==> src/rtl/tmr_pkg.sv <==
package tmr_pkg;
    // register byte offsets (the event byte sits at an odd offset)
    localparam int OFS_MODE = 'h00;
    localparam int OFS_REF  = 'h04;
    localparam int OFS_CAP  = 'h08;
    localparam int OFS_CNT  = 'h0C;
    localparam int OFS_EVT  = 'h11;

    // control register fields
    localparam int MB_EN      = 0;
    localparam int MB_SRC_LO  = 1;
    localparam int MB_RESTART = 3;
    localparam int MB_IEN     = 4;
    localparam int MB_PSC_LO  = 8;

    // event register bits
    localparam int EB_CAP = 0;
    localparam int EB_REF = 1;

    typedef enum logic [1:0] {
        SRC_NONE_A   = 2'd0,
        SRC_SYS      = 2'd1,
        SRC_SYS_SLOW = 2'd2,
        SRC_NONE_B   = 2'd3
    } clk_src_e;
endpackage

==> src/rtl/tmr_prescaler.sv <==
module tmr_prescaler #(
    parameter int PRE_W = 13
) (
    input  logic             clk,
    input  logic             rst_n,
    input  logic             run,
    input  logic [PRE_W-1:0] div_m1,
    output logic             tick,
    output logic [PRE_W-1:0] pres_val
);
    logic [PRE_W-1:0] pres_d, pres_q;

    always_comb begin
        // >= keeps the divider sane if the divisor shrinks mid-count
        tick = run && (pres_q >= div_m1);
        if (!run)
            pres_d = '0;
        else if (tick)
            pres_d = '0;
        else
            pres_d = pres_q + PRE_W'(1);
    end

    always_ff @(posedge clk or negedge rst_n) begin
        if (!rst_n) pres_q <= '0;
        else        pres_q <= pres_d;
    end

    assign pres_val = pres_q;
endmodule

==> src/rtl/tmr_counter.sv <==
module tmr_counter #(
    parameter int CNT_W = 16
) (
    input  logic             clk,
    input  logic             rst_n,
    input  logic             en,
    input  logic             tick,
    input  logic             restart,
    input  logic [CNT_W-1:0] refv,
    input  logic             load,
    input  logic [CNT_W-1:0] load_val,
    output logic [CNT_W-1:0] cnt_val,
    output logic             ref_hit
);
    logic [CNT_W-1:0] cnt_d, cnt_q;

    always_comb begin
        ref_hit = en && tick && (cnt_q == refv);
        if (!en)
            cnt_d = '0;
        else if (load)
            cnt_d = load_val;
        else if (tick)
            cnt_d = (ref_hit && restart) ? '0 : cnt_q + CNT_W'(1);
        else
            cnt_d = cnt_q;
    end

    always_ff @(posedge clk or negedge rst_n) begin
        if (!rst_n) cnt_q <= '0;
        else        cnt_q <= cnt_d;
    end

    assign cnt_val = cnt_q;
endmodule

==> src/rtl/refcmp_timer.sv <==
module refcmp_timer
    import tmr_pkg::*;
#(
    parameter int CNT_W      = 16,
    parameter int PSC_W      = 8,
    parameter int SLOW_SHIFT = 4,
    parameter int ADDR_W     = 5
) (
    input  logic              clk,
    input  logic              rst_n,
    input  logic              wr_en,
    input  logic [ADDR_W-1:0] addr,
    input  logic [CNT_W-1:0]  wdata,
    output logic [CNT_W-1:0]  rdata,
    output logic              irq
);
    localparam int PRE_W = PSC_W + SLOW_SHIFT + 1;

    typedef struct packed {
        logic [CNT_W-1:0] mode;
        logic [CNT_W-1:0] refv;
        logic [CNT_W-1:0] cap;
        logic [1:0]       evt;
    } regs_t;

    regs_t r_d, r_q;

    logic             sel_mode, sel_ref, sel_cap, sel_cnt, sel_evt;
    logic             run, tick, ref_hit;
    logic [PRE_W-1:0] div_base, div_m1, pres_val;
    logic [CNT_W-1:0] cnt_val, mode_q, ref_q;
    logic [1:0]       evt_q;
    clk_src_e         src;

    assign sel_mode = (addr == ADDR_W'(OFS_MODE));
    assign sel_ref  = (addr == ADDR_W'(OFS_REF));
    assign sel_cap  = (addr == ADDR_W'(OFS_CAP));
    assign sel_cnt  = (addr == ADDR_W'(OFS_CNT));
    assign sel_evt  = (addr == ADDR_W'(OFS_EVT));

    assign src = clk_src_e'(r_q.mode[MB_SRC_LO +: 2]);
    assign run = r_q.mode[MB_EN] && (src == SRC_SYS || src == SRC_SYS_SLOW);

    assign div_base = PRE_W'(r_q.mode[MB_PSC_LO +: PSC_W]) + PRE_W'(1);
    generate
        if (SLOW_SHIFT > 0) begin : g_slow
            assign div_m1 = (src == SRC_SYS_SLOW) ? (div_base << SLOW_SHIFT) - PRE_W'(1)
                                                  : div_base - PRE_W'(1);
        end else begin : g_noslow
            assign div_m1 = div_base - PRE_W'(1);
        end
    endgenerate

    tmr_prescaler #(.PRE_W(PRE_W)) u_pres (
        .clk      (clk),
        .rst_n    (rst_n),
        .run      (run),
        .div_m1   (div_m1),
        .tick     (tick),
        .pres_val (pres_val)
    );

    tmr_counter #(.CNT_W(CNT_W)) u_cnt (
        .clk      (clk),
        .rst_n    (rst_n),
        .en       (r_q.mode[MB_EN]),
        .tick     (tick),
        .restart  (r_q.mode[MB_RESTART]),
        .refv     (r_q.refv),
        .load     (wr_en && sel_cnt),
        .load_val (wdata),
        .cnt_val  (cnt_val),
        .ref_hit  (ref_hit)
    );

    always_comb begin
        r_d = r_q;
        if (wr_en && sel_mode) begin
            if (r_q.mode[MB_EN] && !wdata[MB_EN])
                r_d.refv = '0;
            r_d.mode = wdata;
        end
        if (wr_en && sel_ref)
            r_d.refv = wdata;
        if (wr_en && sel_cap)
            r_d.cap = wdata;
        if (wr_en && sel_evt)
            r_d.evt = r_q.evt & ~wdata[1:0];
        // hardware set takes precedence over a same-cycle clear
        if (ref_hit)
            r_d.evt[EB_REF] = 1'b1;
    end

    always_ff @(posedge clk or negedge rst_n) begin
        if (!rst_n) r_q <= '0;
        else        r_q <= r_d;
    end

    always_comb begin
        rdata = '0;
        if (sel_mode)     rdata = r_q.mode;
        else if (sel_ref) rdata = r_q.refv;
        else if (sel_cap) rdata = r_q.cap;
        else if (sel_cnt) rdata = cnt_val;
        else if (sel_evt) rdata = CNT_W'(r_q.evt);
    end

    assign irq    = r_q.mode[MB_IEN] && r_q.evt[EB_REF];
    assign mode_q = r_q.mode;
    assign ref_q  = r_q.refv;
    assign evt_q  = r_q.evt;
endmodule

==> config.mk <==
export PLATFORM = sky130hd
export DESIGN_NAME = refcmp_timer
export DESIGN_NICKNAME = d
export VERILOG_FILES = /design/src/rtl/tmr_pkg.sv /design/src/rtl/tmr_prescaler.sv /design/src/rtl/tmr_counter.sv /design/src/rtl/refcmp_timer.sv
export SDC_FILE = /design/constraint.sdc
export NUM_CORES = 1
export LEC_CHECK = 0
export BUFFER_PORTS_ARGS = -buffer_cell sky130_fd_sc_hd__buf_2
export CORE_MARGIN = 2
export CORE_UTILIZATION = 35
export DETAILED_ROUTE_END_ITERATION = 16
export PLACE_DENSITY = 0.56
export SLEW_MARGIN = 20
export SYNTH_ARGS = -nofsm -noshare
export SYNTH_HDL_FRONTEND = slang
export SYNTH_SLANG_ARGS = --single-unit
==> constraint.sdc <==
create_clock -name clk -period 4.35 [get_ports clk]
set_input_delay 0.435 -clock clk [delete_from_list [all_inputs] [get_ports clk]]
set_output_delay 0.435 -clock clk [all_outputs]
set_load 0.01 [all_outputs]
==> qor.yml <==
timing:
  fin_tns_setup_ns: 0
  rsz0062_at_grt: "false"
  fin_crit_sh_pct: 93.80
  hold_violations: 0
  worst_slew_margin_rel_pct: 49.74
  fmax_mhz: 245.1
  finalMaxSlewViolations: 0
  hold_ws_ns: 0.1407
  finClkSkew_ns: 0.009588
  tightest_slew_ns: 0.7539
  timing.final.crit_period_ns: 4.080
  setup_violations: 0
routing:
  vias_per_cell: 5.480
  drc: 0
  drtIter0Drc: 212
  detailedRoute.firstPassIterationCount: 4
  final_antenna_net_count: 0
  wire_per_inst_um: 18.19
  vias: 4088
  wirelength_um: 13570
grt:
  grt_usage_pct: 17.69
  grt_start_max_net_pins: 80
  grt-ovfl-total: 0
  grt_pass1_vias: 4130
  grt_pass1_wl_um: 22080
  antenna_found_initial: 0
synth:
  syn_area_um2: 5131
  synth-edff-count: 0
  synth_cells: 531
  avgSynthCellArea_um2: 9.663
  syn_nets: 573
  ys_types: 61
  yosysWarnings: 0
  ys_seq_area_share_pct: 38.53
  ys_ff_latch: 79
  synth_area_leaders: "dfrtp_1 39%, mux2_2 7.7%, xnor2_1 4.8%, ha_1 4.4%, nand2_1 3.4%"
  synth_area_leader_cell: "dfrtp_1"
  synth.top_cell.area_share_pct: 38.53
  synthArstFlopShare_pct: 100.0
  synth_flop_cell: "dfrtp_1"
worst_setup_path:
  startpoint_type: "flop"
  end_kind: "flop"
  r2r_slack_ns: 0.27
  crit_path_start: "mode_q[9]$_DFFE_PN0P_"
  crit_arrival_ns: 4.34
  slowest_stage: "dfrtp_1"
  crit_type: "flop to flop"
  path_cells: "ha_2 -> nand2_1 -> a21oi_1 -> o21ai_0 -> nor3_1 -> mux2_1 -> mux2_2 -> ha_1 -> and4_1 -> o211a_1 -> and3_1 -> or3_4 -> o2bb2a_2 -> o22ai_1"
  crit_path_max_fanout: 20
  r2r-start: "mode_q[9]$_DFFE_PN0P_"
  cp.required_ns: 4.61
  max_stage_delay_ns: 0.52
power_and_ir_drop:
  power_leakage_nw: 2.567
  peakVddDrop_v: 0.0002244
  pwr-share-comb_pct: 20.8
  total_power_mw: 2.264
  sw_frac_of_total_pct: 28.92
  internal_power_mw: 1.609
  power_density_nw_per_um2: 389.9
  clockPowerShare_pct: 38.2
  seqPwrFrac_pct: 41.0
  p_sw_mw: 0.6548
cells_and_area:
  regArea_um2: 1977
  utilization_pct: 40.25
  nNetsFinal: 599
  drive_above_1_share_pct: 21.53
  diodes: 0
  multi_input_area_um2: 2960
  final_common_cell: "dfrtp_1"
  n_fill_cell: 1445
  syn_to_final_growth_pct: 13.14
  final_cell_mix: "79 x dfrtp_1, 46 x nand2_1, 42 x nor2_1, 39 x buf_2, 35 x mux2_2"
die:
  start_util_pct: 35.57
  die_height_um: 125.1
  die_x_um: 125.1
  rows: 44
  ios: 41
  core_area_um2: 14420
  dieArea_um2: 15650
flow_run:
  maxCapViolCount: 0
outcome:
  status: "completed"
cts:
  clk_latency_ns: 0.35
  cts_buffer_depth: 2
  cts_hold_buffers: 0
  cts_made_buffers: 9
  cts_root_buffer: "clkbuf_16"
  h-tree-depth: 3
  clock-sinks: 79
  cts_tree: "built"
  clkSlewWorstSetupHoldPaths_ns: 0.06
  cts_setup_buffers: 0
place:
  routabilityCongestion: 0.8674
  hpwl_um: 9434
  io_buffers: 40
min_path:
  min_path_type: "primary input to asynchronous set/reset pin"
-- critical path: cells and delay by family, from the launching register on --
kind / cells / cell delay [ns]
multiplexers: 2 / 0.65
adder cells (fa/ha/maj): 2 / 0.65
AO/OA/AOI/OAI: 5 / 0.86
flip-flops: 1 / 0.52
AND/OR/NAND/NOR: 5 / 1.32
-- cells by family after synthesis --
family / count (synthesis) / share of synthesized area (%)
AND/OR/NAND/NOR: 188 / 18.75
AO/OA/AOI/OAI: 116 / 17.58
flip-flops: 79 / 38.53
XOR/XNOR: 48 / 8.340
buffers and inverters: 43 / 3.926
multiplexers: 39 / 8.486
adder cells (fa/ha/maj): 18 / 4.389
-- area by class of cell --
class	instances	area share, %
multi-input cells	409	50.99
flip-flops and latches	79	34.05
repair buffers	47	4.461
well taps	184	3.966
clock buffers	10	3.944
clock inverters	6	1.875
inverters	11	0.7112
-- power by group through the flow --
stage | clock, mW | combinational [mW] | sequential, mW
3_3_place_gp | 0 | 0.460 | 0.934
4_1_cts | 0.885 | 0.473 | 0.925
3_5_place_dp | 0 | 0.470 | 0.939
5_1_grt | 0.911 | 0.529 | 0.942
6_report | 0.866 | 0.471 | 0.927
2_1_floorplan | 0 | 0.376 | 0.890
-- cell usage after synthesis (4+ instances only) --
master	number
a21oi_1	10
clkbuf_1	16
ha_1	18
o22ai_1	8
mux2_2	35
a22oi_1	14
a21o_1	5
nor2_1	42
xnor2_1	28
inv_1	11
a22o_1	17
xor2_1	19
a211oi_1	4
nand2_1	46
and2_1	4
dfrtp_1	79
nand4_1	8
and4_1	4
nor2b_1	6
o2bb2a_4	5
and3_1	16
or3_1	5
o21ai_0	25
nand2b_1	14
buf_2	10
nand3_1	26
-- routing by layer --
layer	up-vias	track usage, %	share of wire [%]
met5	-	0	0
met4	0	5.686	1.7
met3	16	4.022	4.2
met2	85	28.23	48
met1	2024	23.93	46
li1	1963	-	-
-- per-stage QoR --
stage | cells | cell area (um2) | setup WS [ns]
floorplan | 531 | 5131 | 0.7386
global placement | 730 | 5456 | 0.1516
detailed placement | 730 | 5456 | 0.008938
CTS | 746 | 5796 | 0.04890
global route | 746 | 5806 | 0.04032
finish | 746 | 5806 | 0.2696
-- state kept, by name, summed over array words and instances (netlist names) --
register and flops:
evt_q 2, mode_q 16, r_q 16, ref_q 16
u_cnt.cnt_val 16, u_pres.pres_val 13
-- what timing repair did --
item	4_1_cts	5_1_grt
pin swaps	0	0
gates resized for setup	1	3
setup endpoints to repair	1	17
-- final timing paths --
path                                                 endpoint  cells after the start
max in group asynchronous               mode_q[6]$_DFFE_PN0P_                      1
worst min register to register           evt_q[0]$_DFFE_PN0P_                      2
worst min-delay path             u_pres.pres_val[1]$_DFF_PN0_                      1
worst max-delay path            u_cnt.cnt_val[10]$_DFFE_PN0P_                     14
worst max register to register  u_cnt.cnt_val[10]$_DFFE_PN0P_                     14
min in group clk                         ref_q[5]$_DFFE_PN0P_                      2
(Power assumes the default switching activity.)
